[config.mk]
export PLATFORM = sky130hd
export DESIGN_NAME = sbc_spi_regdec
export DESIGN_NICKNAME = d
export VERILOG_FILES = /design/src/rtl/sbc_regdec_pkg.sv /design/src/rtl/sbc_frame_rx.sv /design/src/rtl/sbc_mode_guard.sv /design/src/rtl/sbc_reg_bank.sv /design/src/rtl/sbc_spi_regdec.sv
export SDC_FILE = /design/constraint.sdc
export NUM_CORES = 1
export LEC_CHECK = 0
export BUFFER_PORTS_ARGS = -buffer_cell sky130_fd_sc_hd__buf_2
export CELL_PAD_IN_SITES_DETAIL_PLACEMENT = 2
export CELL_PAD_IN_SITES_GLOBAL_PLACEMENT = 2
export CORE_MARGIN = 1
export CORE_UTILIZATION = 35
export DETAILED_ROUTE_END_ITERATION = 10
export PLACE_DENSITY_LB_ADDON = 0.1
export SYNTH_ARGS = -nofsm -noshare
export SYNTH_HDL_FRONTEND = slang
export SYNTH_HIERARCHICAL = 1
export SYNTH_SLANG_ARGS = --single-unit
[constraint.sdc]
create_clock -name clk -period 3.4 [get_ports clk]
set_input_delay 0.68 -clock clk [delete_from_list [all_inputs] [get_ports clk]]
set_output_delay 0.68 -clock clk [all_outputs]
set_load 0.03 [all_outputs]
[src/rtl/sbc_regdec_pkg.sv]
package sbc_regdec_pkg;

  localparam int AW = 2;
  localparam int HW = AW + 2;

  localparam logic [2:0] OPM_STARTUP = 3'd1;
  localparam logic [2:0] OPM_RESTART = 3'd2;
  localparam logic [2:0] OPM_STANDBY = 3'd3;
  localparam logic [2:0] OPM_NORMAL  = 3'd4;
  localparam logic [2:0] OPM_FLASH   = 3'd5;

  typedef enum logic [2:0] {
    TGT_NONE  = 3'd0,
    TGT_MODE  = 3'd1,
    TGT_INTEN = 3'd2,
    TGT_SPEC  = 3'd3,
    TGT_CFG   = 3'd4,
    TGT_GP0   = 3'd5,
    TGT_GP1   = 3'd6,
    TGT_PHY   = 3'd7
  } tgt_e;

  localparam int N_TGT = 8;

  function automatic logic opm_awake(input logic [2:0] opm);
    return (opm == OPM_NORMAL) || (opm == OPM_STANDBY);
  endfunction

  function automatic logic opm_boot(input logic [2:0] opm);
    return (opm == OPM_STARTUP) || (opm == OPM_RESTART) || (opm == OPM_FLASH);
  endfunction

  function automatic tgt_e wr_target(input logic [AW-1:0] slot, input logic [2:0] opm);
    tgt_e t;
    t = TGT_NONE;
    case (slot)
      2'b00: t = TGT_MODE;
      2'b01: begin
        if (opm_awake(opm))     t = TGT_INTEN;
        else if (opm_boot(opm)) t = TGT_SPEC;
      end
      2'b10: begin
        if (opm_awake(opm))     t = TGT_GP0;
        else if (opm_boot(opm)) t = TGT_CFG;
      end
      default: begin
        if (opm == OPM_NORMAL)                               t = TGT_PHY;
        else if (opm == OPM_STANDBY || opm_boot(opm))        t = TGT_GP1;
      end
    endcase
    return t;
  endfunction

endpackage

[src/rtl/sbc_frame_rx.sv]
module sbc_frame_rx
  import sbc_regdec_pkg::*;
#(
  parameter int DW = 12
) (
  input  logic          clk,
  input  logic          rst,
  input  logic          frm_start,
  input  logic          bit_vld,
  input  logic          bit_in,
  input  logic          frm_done,
  input  logic [DW-1:0] fb_word,
  output logic [AW-1:0] rd_addr,
  output logic          rd_rrs,
  output logic          cmt_vld,
  output logic [AW-1:0] cmt_addr,
  output logic          cmt_ro,
  output logic [DW-1:0] cmt_data,
  output logic          miso
);

  localparam int FRAME = HW + DW;
  localparam int CW    = $clog2(FRAME + 2);
  localparam logic [CW-1:0] NB_FULL = CW'(FRAME);
  localparam logic [CW-1:0] NB_SAT  = CW'(FRAME + 1);
  localparam logic [CW-1:0] NB_HDR  = CW'(HW);

  logic [CW-1:0]    nb;
  logic [FRAME-1:0] rx;
  logic [DW-1:0]    tx;
  logic             hdr_load;
  logic             unused_rrs;

  // after HW-1 bits, rx holds slot and select; the incoming bit is RO
  assign rd_addr  = rx[HW-2 -: AW];
  assign rd_rrs   = rx[0];
  assign hdr_load = bit_vld && (nb == NB_HDR - 1'b1);

  always_ff @(posedge clk) begin
    if (rst || frm_start) begin
      nb <= '0;
      rx <= '0;
      tx <= '0;
    end else if (bit_vld) begin
      rx <= {rx[FRAME-2:0], bit_in};
      if (nb != NB_SAT) nb <= nb + 1'b1;
      if (hdr_load)          tx <= fb_word;
      else if (nb >= NB_HDR) tx <= {tx[DW-2:0], 1'b0};
    end
  end

  assign miso       = tx[DW-1];
  assign cmt_vld    = frm_done && (nb == NB_FULL);
  assign cmt_addr   = rx[FRAME-1 -: AW];
  assign cmt_ro     = rx[DW];
  assign cmt_data   = rx[DW-1:0];
  assign unused_rrs = rx[DW+1];

  AST_HDR_SILENT: assert property (@(posedge clk) disable iff (rst)
    (frm_start) |=> !miso) else $error("header not silent");

endmodule

[src/rtl/sbc_mode_guard.sv]
module sbc_mode_guard
  import sbc_regdec_pkg::*;
#(
  parameter int DW       = 12,
  parameter int INIT_WIN = 256,
  parameter int WD_LSB   = 9,
  parameter int WD_W     = 3,
  parameter int MD_LSB   = 6,
  parameter int MD_W     = 3,
  parameter logic [(1<<WD_W)-1:0] WD_MASK = 8'h0F,
  parameter logic [(1<<MD_W)-1:0] MD_MASK = 8'h38
) (
  input  logic          clk,
  input  logic          rst,
  input  logic          rstout_hi,
  input  logic          cmt_vld,
  input  logic          cmt_ro,
  input  logic [AW-1:0] cmt_addr,
  input  logic [DW-1:0] cmt_data,
  output logic          mode_wr_ok,
  output logic          rst_req
);

  localparam int TW = $clog2(INIT_WIN + 1);
  localparam logic [TW-1:0] T_LAST = TW'(INIT_WIN - 1);

  logic          wd_ok, md_ok, mode_cmt, mode_bad, tmo;
  logic          pend;
  logic [TW-1:0] cnt;
  logic          unused_data;

  assign wd_ok       = WD_MASK[cmt_data[WD_LSB +: WD_W]];
  assign md_ok       = MD_MASK[cmt_data[MD_LSB +: MD_W]];
  assign mode_cmt    = cmt_vld && !cmt_ro && (cmt_addr == '0);
  assign mode_wr_ok  = mode_cmt && wd_ok && md_ok;
  assign mode_bad    = mode_cmt && !(wd_ok && md_ok);
  assign tmo         = rstout_hi && pend && !mode_wr_ok && (cnt == T_LAST);
  assign unused_data = ^cmt_data;

  always_ff @(posedge clk) begin
    if (rst) begin
      pend    <= 1'b1;
      cnt     <= '0;
      rst_req <= 1'b0;
    end else begin
      rst_req <= mode_bad || tmo;
      if (!rstout_hi) begin
        pend <= 1'b1;
        cnt  <= '0;
      end else if (pend) begin
        if (mode_wr_ok)        pend <= 1'b0;
        else if (cnt == T_LAST) pend <= 1'b0;
        else                   cnt  <= cnt + 1'b1;
      end
    end
  end

  AST_ILLEGAL_RAISES: assert property (@(posedge clk) disable iff (rst)
    (cmt_vld && !cmt_ro && cmt_addr == '0 &&
     !(WD_MASK[cmt_data[WD_LSB +: WD_W]] && MD_MASK[cmt_data[MD_LSB +: MD_W]]))
    |=> rst_req) else $error("illegal code without reset request");

  AST_WINDOW_BOUND: assert property (@(posedge clk) disable iff (rst)
    pend |-> (cnt <= T_LAST)) else $error("window counter overrun");

endmodule

[src/rtl/sbc_reg_bank.sv]
module sbc_reg_bank
  import sbc_regdec_pkg::*;
#(
  parameter int DW = 12
) (
  input  logic          clk,
  input  logic          rst,
  input  logic [2:0]    op_mode,
  input  logic          cmt_vld,
  input  logic          cmt_ro,
  input  logic [AW-1:0] cmt_addr,
  input  logic [DW-1:0] cmt_data,
  input  logic          mode_wr_ok,
  input  logic [AW-1:0] rd_addr,
  input  logic          rd_rrs,
  input  logic [DW-1:0] stat_in,
  input  logic [DW-1:0] diag_in,
  input  logic [DW-1:0] irq_in,
  output logic [DW-1:0] fb_word,
  output logic [DW-1:0] mode_q,
  output logic [DW-1:0] inten_q,
  output logic [DW-1:0] specmode_q,
  output logic [DW-1:0] syscfg_q,
  output logic [DW-1:0] gp0_q,
  output logic [DW-1:0] gp1_q,
  output logic [DW-1:0] phyctl_q
);

  tgt_e          tgt;
  logic          wr_en;
  logic [DW-1:0] rf [N_TGT];

  assign tgt   = wr_target(cmt_addr, op_mode);
  assign wr_en = cmt_vld && !cmt_ro && (tgt != TGT_NONE) &&
                 ((tgt != TGT_MODE) || mode_wr_ok);

  always_ff @(posedge clk) begin
    if (rst) begin
      for (int i = 0; i < N_TGT; i++) rf[i] <= '0;
    end else if (wr_en) begin
      rf[tgt] <= cmt_data;
    end
  end

  assign mode_q     = rf[TGT_MODE];
  assign inten_q    = rf[TGT_INTEN];
  assign specmode_q = rf[TGT_SPEC];
  assign syscfg_q   = rf[TGT_CFG];
  assign gp0_q      = rf[TGT_GP0];
  assign gp1_q      = rf[TGT_GP1];
  assign phyctl_q   = rf[TGT_PHY];

  always_comb begin
    case (rd_addr)
      2'b00:   fb_word = rd_rrs ? diag_in : stat_in;
      2'b01:   fb_word = rd_rrs ? (opm_awake(op_mode) ? irq_in : rf[TGT_SPEC])
                                : rf[TGT_INTEN];
      2'b10:   fb_word = rd_rrs ? rf[TGT_GP0] : rf[TGT_CFG];
      default: fb_word = rd_rrs ? rf[TGT_GP1] : rf[TGT_PHY];
    endcase
  end

  AST_RO_HOLDS: assert property (@(posedge clk) disable iff (rst)
    (cmt_vld && cmt_ro) |=> ($stable(mode_q) && $stable(inten_q) && $stable(specmode_q) &&
                             $stable(syscfg_q) && $stable(gp0_q) && $stable(gp1_q) &&
                             $stable(phyctl_q))) else $error("read-only frame wrote");

  AST_MODE_TAKES_DATA: assert property (@(posedge clk) disable iff (rst)
    mode_wr_ok |=> (mode_q == $past(cmt_data))) else $error("mode write lost");

  AST_NORMAL_SPARES_GP1: assert property (@(posedge clk) disable iff (rst)
    (cmt_vld && !cmt_ro && cmt_addr == 2'b11 && op_mode == OPM_NORMAL) |=> $stable(gp1_q))
    else $error("slot 11 in Normal hit gp1");

endmodule

[src/rtl/sbc_spi_regdec.sv]
module sbc_spi_regdec
  import sbc_regdec_pkg::*;
#(
  parameter int DW       = 12,
  parameter int INIT_WIN = 256,
  parameter int WD_LSB   = 9,
  parameter int WD_W     = 3,
  parameter int MD_LSB   = 6,
  parameter int MD_W     = 3,
  parameter logic [(1<<WD_W)-1:0] WD_MASK = 8'h0F,
  parameter logic [(1<<MD_W)-1:0] MD_MASK = 8'h38
) (
  input  logic          clk,
  input  logic          rst,
  input  logic [2:0]    op_mode,
  input  logic          rstout_hi,
  input  logic          frm_start,
  input  logic          bit_vld,
  input  logic          bit_in,
  input  logic          frm_done,
  input  logic [DW-1:0] stat_in,
  input  logic [DW-1:0] diag_in,
  input  logic [DW-1:0] irq_in,
  output logic          miso,
  output logic [DW-1:0] mode_q,
  output logic [DW-1:0] inten_q,
  output logic [DW-1:0] specmode_q,
  output logic [DW-1:0] syscfg_q,
  output logic [DW-1:0] gp0_q,
  output logic [DW-1:0] gp1_q,
  output logic [DW-1:0] phyctl_q,
  output logic          rst_req
);

  logic [DW-1:0] fb_word;
  logic [AW-1:0] rd_addr, cmt_addr;
  logic          rd_rrs, cmt_vld, cmt_ro, mode_wr_ok;
  logic [DW-1:0] cmt_data;

  sbc_frame_rx #(.DW(DW)) u_rx (
    .clk(clk), .rst(rst), .frm_start(frm_start), .bit_vld(bit_vld), .bit_in(bit_in),
    .frm_done(frm_done), .fb_word(fb_word), .rd_addr(rd_addr), .rd_rrs(rd_rrs),
    .cmt_vld(cmt_vld), .cmt_addr(cmt_addr), .cmt_ro(cmt_ro), .cmt_data(cmt_data),
    .miso(miso)
  );

  sbc_mode_guard #(
    .DW(DW), .INIT_WIN(INIT_WIN), .WD_LSB(WD_LSB), .WD_W(WD_W),
    .MD_LSB(MD_LSB), .MD_W(MD_W), .WD_MASK(WD_MASK), .MD_MASK(MD_MASK)
  ) u_guard (
    .clk(clk), .rst(rst), .rstout_hi(rstout_hi), .cmt_vld(cmt_vld), .cmt_ro(cmt_ro),
    .cmt_addr(cmt_addr), .cmt_data(cmt_data), .mode_wr_ok(mode_wr_ok), .rst_req(rst_req)
  );

  sbc_reg_bank #(.DW(DW)) u_bank (
    .clk(clk), .rst(rst), .op_mode(op_mode), .cmt_vld(cmt_vld), .cmt_ro(cmt_ro),
    .cmt_addr(cmt_addr), .cmt_data(cmt_data), .mode_wr_ok(mode_wr_ok),
    .rd_addr(rd_addr), .rd_rrs(rd_rrs), .stat_in(stat_in), .diag_in(diag_in),
    .irq_in(irq_in), .fb_word(fb_word), .mode_q(mode_q), .inten_q(inten_q),
    .specmode_q(specmode_q), .syscfg_q(syscfg_q), .gp0_q(gp0_q), .gp1_q(gp1_q),
    .phyctl_q(phyctl_q)
  );

  AST_BAD_LENGTH_NO_WRITE: assert property (@(posedge clk) disable iff (rst)
    (frm_done && !cmt_vld) |=> ($stable(mode_q) && $stable(inten_q) && $stable(specmode_q) &&
                                $stable(syscfg_q) && $stable(gp0_q) && $stable(gp1_q) &&
                                $stable(phyctl_q))) else $error("bad-length frame wrote");

endmodule

==> results.rst <==
.. list-table::
   :header-rows: 1

   * - Metric
     - Value
   * - Crit path capture
     - u_bank/rf[4][0]
   * - Total of max-cap violations
     - 0
   * - Number of standard cells in the layout, taps in and fillers out
     - 971
   * - Wire length per cell
     - 23.9 um
   * - Routed wire length
     - 23200 um
   * - Mux cell area share after synthesis
     - 8.57%
   * - Worst-path maximum fanout
     - 18
   * - Via count
     - 5458
   * - Static leakage
     - 2.81 nW
   * - Relative max-transition margin
     - 31.0%
   * - I/O pin cnt
     - 132
   * - Signed area change from the synthesized netlist to the final layout
     - 21.1%
   * - Startpoint of the tightest hold check path
     - u_guard/cnt[6]
   * - Largest voltage drop on the vdd net
     - 0.342 mV
   * - GRT overflow
     - 0
   * - Worst hold-check path type
     - reg -> reg
   * - Main synth FF type
     - sky130_fd_sc_hd__edfxtp_1
   * - Worst path arrival time
     - 3.42 ns
   * - Post-synth design cell area
     - 6480 sq um
   * - Total count of max-transition violations in the final report
     - 0
   * - First-pass GRT wire length
     - 35300 um
   * - Floorplan die width
     - 138 um
   * - Number of antenna violations at the first check in global routing
     - 0
   * - Outcome
     - finished clean
   * - CTS tree
     - yes
   * - Share of the synthesized area in the top cell type
     - 38.9%
   * - Vias in the first global route
     - 5857
   * - Count of fill cells added during filler insertion
     - 1919
   * - Number of buffers inserted to repair setup after CTS
     - 0
   * - Power per Cell Area
     - 507 nW/um^2
   * - Type of destination of the critical path
     - flop
   * - Most common cell after layout, fill and taps aside
     - sky130_fd_sc_hd__buf_2
   * - Adder-cell share of the synthesized area
     - 0.966%
   * - Total iterations of the first detailed-routing run
     - 4
   * - Largest incremental delay on the critical path
     - 0.54 ns
   * - Count of hold buffers inserted by post-cts repair
     - 0
   * - Total number of placement rows
     - 49
   * - Overall global routing resource usage
     - 24.7%
   * - Effective utilization at floorplan
     - 35.9%
   * - Reg-to-reg startpoint
     - u_rx/nb[0]
   * - Endpoint of the most critical register-to-register path
     - u_bank/rf[4][0]
   * - Num CTS Buffers
     - 17
   * - Avg Cell Area, Syn
     - 10.5 sq um
   * - CP max stage cell
     - sky130_fd_sc_hd__or4b_4
   * - Critical path launch point
     - u_rx/nb[0]
   * - Total DRC errors in the routed layout
     - 0
   * - Type of the worst setup path
     - reg -> reg
   * - Count of flip-flops with a built-in enable after synthesis
     - 84
   * - Clk Tree Root Cell
     - sky130_fd_sc_hd__clkbuf_16
   * - Num Clock Sinks
     - 128
   * - Total stage count of the critical path
     - 11
   * - Xor/xnor share of the synthesized area
     - 0.270%
   * - Basic-gate share of the synthesized area counting and, or, nand and nor cells
     - 18.0%
   * - Area of all placed cells without fillers
     - 7840 sq um
   * - Main combinational cell family by area after synthesis
     - simple AND/OR/NAND/NOR gates
   * - Share of layout cells above drive strength 1
     - 27.4%
   * - Seq. cell area
     - 3400 sq um
   * - Worst-Skew Late Latency
     - 0.42 ns
   * - Count of different cell masters after synthesis
     - 57
   * - Area of the core
     - 18000 sq um
   * - Number of H-tree branching levels
     - 4
   * - Leading post-synthesis cells by cell area
     - sky130_fd_sc_hd__edfxtp_1 (39%), sky130_fd_sc_hd__dfxtp_1 (14%), sky130_fd_sc_hd__mux2i_1 (7.9%)
   * - Time the final worst path needs with I/O delays and setup
     - 3.18 ns
   * - Cell count after placement
     - 939
   * - Cell family with the largest share of critical-path delay
     - simple AND/OR/NAND/NOR gates
   * - Final weighted congestion of routability-driven global placement
     - 0.856
   * - Port-buffer cells
     - 131
   * - Part of the Yosys area used for sequential elements
     - 52.5%
   * - Peak clock frequency supported by timing
     - 315 MHz
   * - Share of the synthesized area in compound gates (AO/OA/AOI/OAI)
     - 13.5%
   * - List of cells traversed by the critical path
     - inv_1 > ha_1 > nand3_1 > nor3_1 > or4b_4 > a211o_4 > clkinv_4 > o31a_1 > buf_12 > nand2_1 > nor2_1
   * - HPWL after detailed placement
     - 17000 um
   * - Setup repair after global routing missed its margin
     - false
   * - Worst R2R Path Depth
     - 11
   * - Number of instances resized during post-cts repair
     - 0
   * - Total setup violations reported at the end of the flow
     - 0
   * - Transition time at the pin with the least slew margin
     - 1.03 ns
   * - Final Hold Viols
     - 0
   * - Commonest cells after routing, fill and taps aside
     - sky130_fd_sc_hd__buf_2 (131), sky130_fd_sc_hd__nor2_1 (104), sky130_fd_sc_hd__edfxtp_1 (84)
   * - Cell type with the highest aggregate area in the netlist
     - sky130_fd_sc_hd__edfxtp_1
   * - Yosys synthesis warning count
     - 6
   * - Number of standard cells after synthesis
     - 616
   * - Area of the die
     - 19100 sq um
   * - Remaining number of nets flagged by the antenna check after routing
     - 0
   * - Inserted Diodes
     - 0
   * - Ratio of final minimum period to clock period
     - 93.4%
   * - Share of synthesized flip-flops with an asynchronous set or reset
     - 0%
   * - Number of nets in the synthesized netlist
     - 667
   * - Category of the worst setup path launch point
     - flop
   * - Total Neg Setup Slack
     - 0 ns
   * - Via-to-Cell Ratio
     - 5.62
   * - Multi-input combinational cell area
     - 2680 sq um
   * - Register bit count reported by yosys
     - 128
   * - Total number of nets in the final design
     - 780
   * - Y dimension of the die
     - 138 um
   * - Area post-placement
     - 7250 sq um
   * - Setup Skew
     - 0.00473 ns
   * - Buffer depth of the longest clock path
     - 2
   * - Buf/Inv on CP
     - 3
   * - Largest net degree at the start of global routing
     - 47
   * - First-iteration detailed-routing DRC count
     - 341
   * - Worst R2R Setup Slack
     - 0.22 ns
   * - Reg clk slew, reported paths
     - 0.06 ns
   * - Worst Path Required
     - 3.64 ns
==> worst min path at each step <==
stage	cells after the start	end	slack, ns
detailed placement	2	u_guard/cnt[6]	0.47
global route	2	u_guard/cnt[6]	0.51
global placement	2	u_guard/cnt[6]	0.45
CTS	2	u_guard/cnt[6]	0.48
finish	2	u_guard/cnt[6]	0.47
floorplan	2	u_guard/cnt[6]	0.44
==> layout make-up <==
cell class / instances / share of cell area (%)
well taps: 229 / 3.65
clock buffers: 18 / 5.47
inverters: 6 / 0.351
clock inverters: 14 / 2.09
flip-flops and latches: 128 / 43.4
multi-input cells: 422 / 34.1
repair buffers: 154 / 10.9
==> flip-flops by register name, indices dropped and copies added, names as in the netlist <==
name             cells
u_bank/rf           84
u_guard/cnt          9
u_guard/pend         1
u_guard/rst_req      1
u_rx/nb              5
u_rx/rx             16
u_rx/tx             12
==> worst register-to-register path, cell delays in order (launching register included) <==
cell                       delay, ns
sky130_fd_sc_hd__dfxtp_1        0.36
sky130_fd_sc_hd__inv_1          0.08
sky130_fd_sc_hd__ha_1           0.15
sky130_fd_sc_hd__nand3_1        0.07
sky130_fd_sc_hd__nor3_1         0.43
sky130_fd_sc_hd__or4b_4         0.54
sky130_fd_sc_hd__a211o_4        0.36
sky130_fd_sc_hd__clkinv_4       0.13
sky130_fd_sc_hd__o31a_1         0.19
sky130_fd_sc_hd__buf_12         0.14
sky130_fd_sc_hd__nand2_1        0.27
sky130_fd_sc_hd__nor2_1         0.28
==> per-stage QoR <==
| stage | setup WS (ns) | hold slack, ns | total power [mW] | util, % |
|---|---|---|---|---|
| after floorplan | 0.319 | 0.438 | 2.00 | - |
| after global placement | 0.127 | 0.454 | 2.15 | 40.2 |
| after detailed placement | 0.154 | 0.466 | 2.16 | 40.2 |
| after CTS | 0.231 | 0.476 | 4.02 | 43.5 |
| after global routing | 0.114 | 0.505 | 4.11 | 43.5 |
| final | 0.223 | 0.467 | 3.98 | 43.5 |
==> metal layers <==
metal  share of wire [%]  wire [um]  global-route usage [%]
met1                  44      10100                    31.4
met2                  48      11100                    39.9
met3                 5.3       1230                    6.44
met4                 3.2        742                    9.83
met5                   0          0                       0
==> synthesized netlist by cell type, types with 7 or more instances <==
cell type / n
sky130_fd_sc_hd__mux2i_1: 51
sky130_fd_sc_hd__clkbuf_1: 18
sky130_fd_sc_hd__nor4_1: 11
sky130_fd_sc_hd__o22ai_1: 13
sky130_fd_sc_hd__buf_4: 20
sky130_fd_sc_hd__nand3_1: 7
sky130_fd_sc_hd__a21oi_1: 8
sky130_fd_sc_hd__a221oi_1: 11
sky130_fd_sc_hd__or3_1: 7
sky130_fd_sc_hd__a22oi_1: 8
sky130_fd_sc_hd__o32ai_1: 12
sky130_fd_sc_hd__buf_6: 7
sky130_fd_sc_hd__buf_2: 14
sky130_fd_sc_hd__dfxtp_1: 44
sky130_fd_sc_hd__nor3_1: 21
sky130_fd_sc_hd__o21ai_0: 23
sky130_fd_sc_hd__nor2_1: 104
sky130_fd_sc_hd__a22o_1: 11
sky130_fd_sc_hd__nand2_1: 38
sky130_fd_sc_hd__o21bai_1: 14
sky130_fd_sc_hd__o21ai_1: 8
sky130_fd_sc_hd__edfxtp_1: 84
sky130_fd_sc_hd__and2_1: 15
==> logic make-up (layout without fill, tap and decap cells) <==
| family | after synthesis | after routing |
|---|---|---|
| compound gates | 121 | 121 |
| fa+ha+maj | 5 | 5 |
| xor+xnor | 2 | 2 |
| mux | 55 | 55 |
| simple gates | 239 | 239 |
| flops | 128 | 128 |
| buf+inv | 66 | 192 |
==> report_power, final <==
part | total [mW] | switching, mW | internal (mW)
clock | 1.85 | 0.698 | 1.15
sequential | 1.75 | 0.0437 | 1.71
combinational | 0.378 | 0.261 | 0.117
Note: power is estimated with default switching activity, not from simulation.
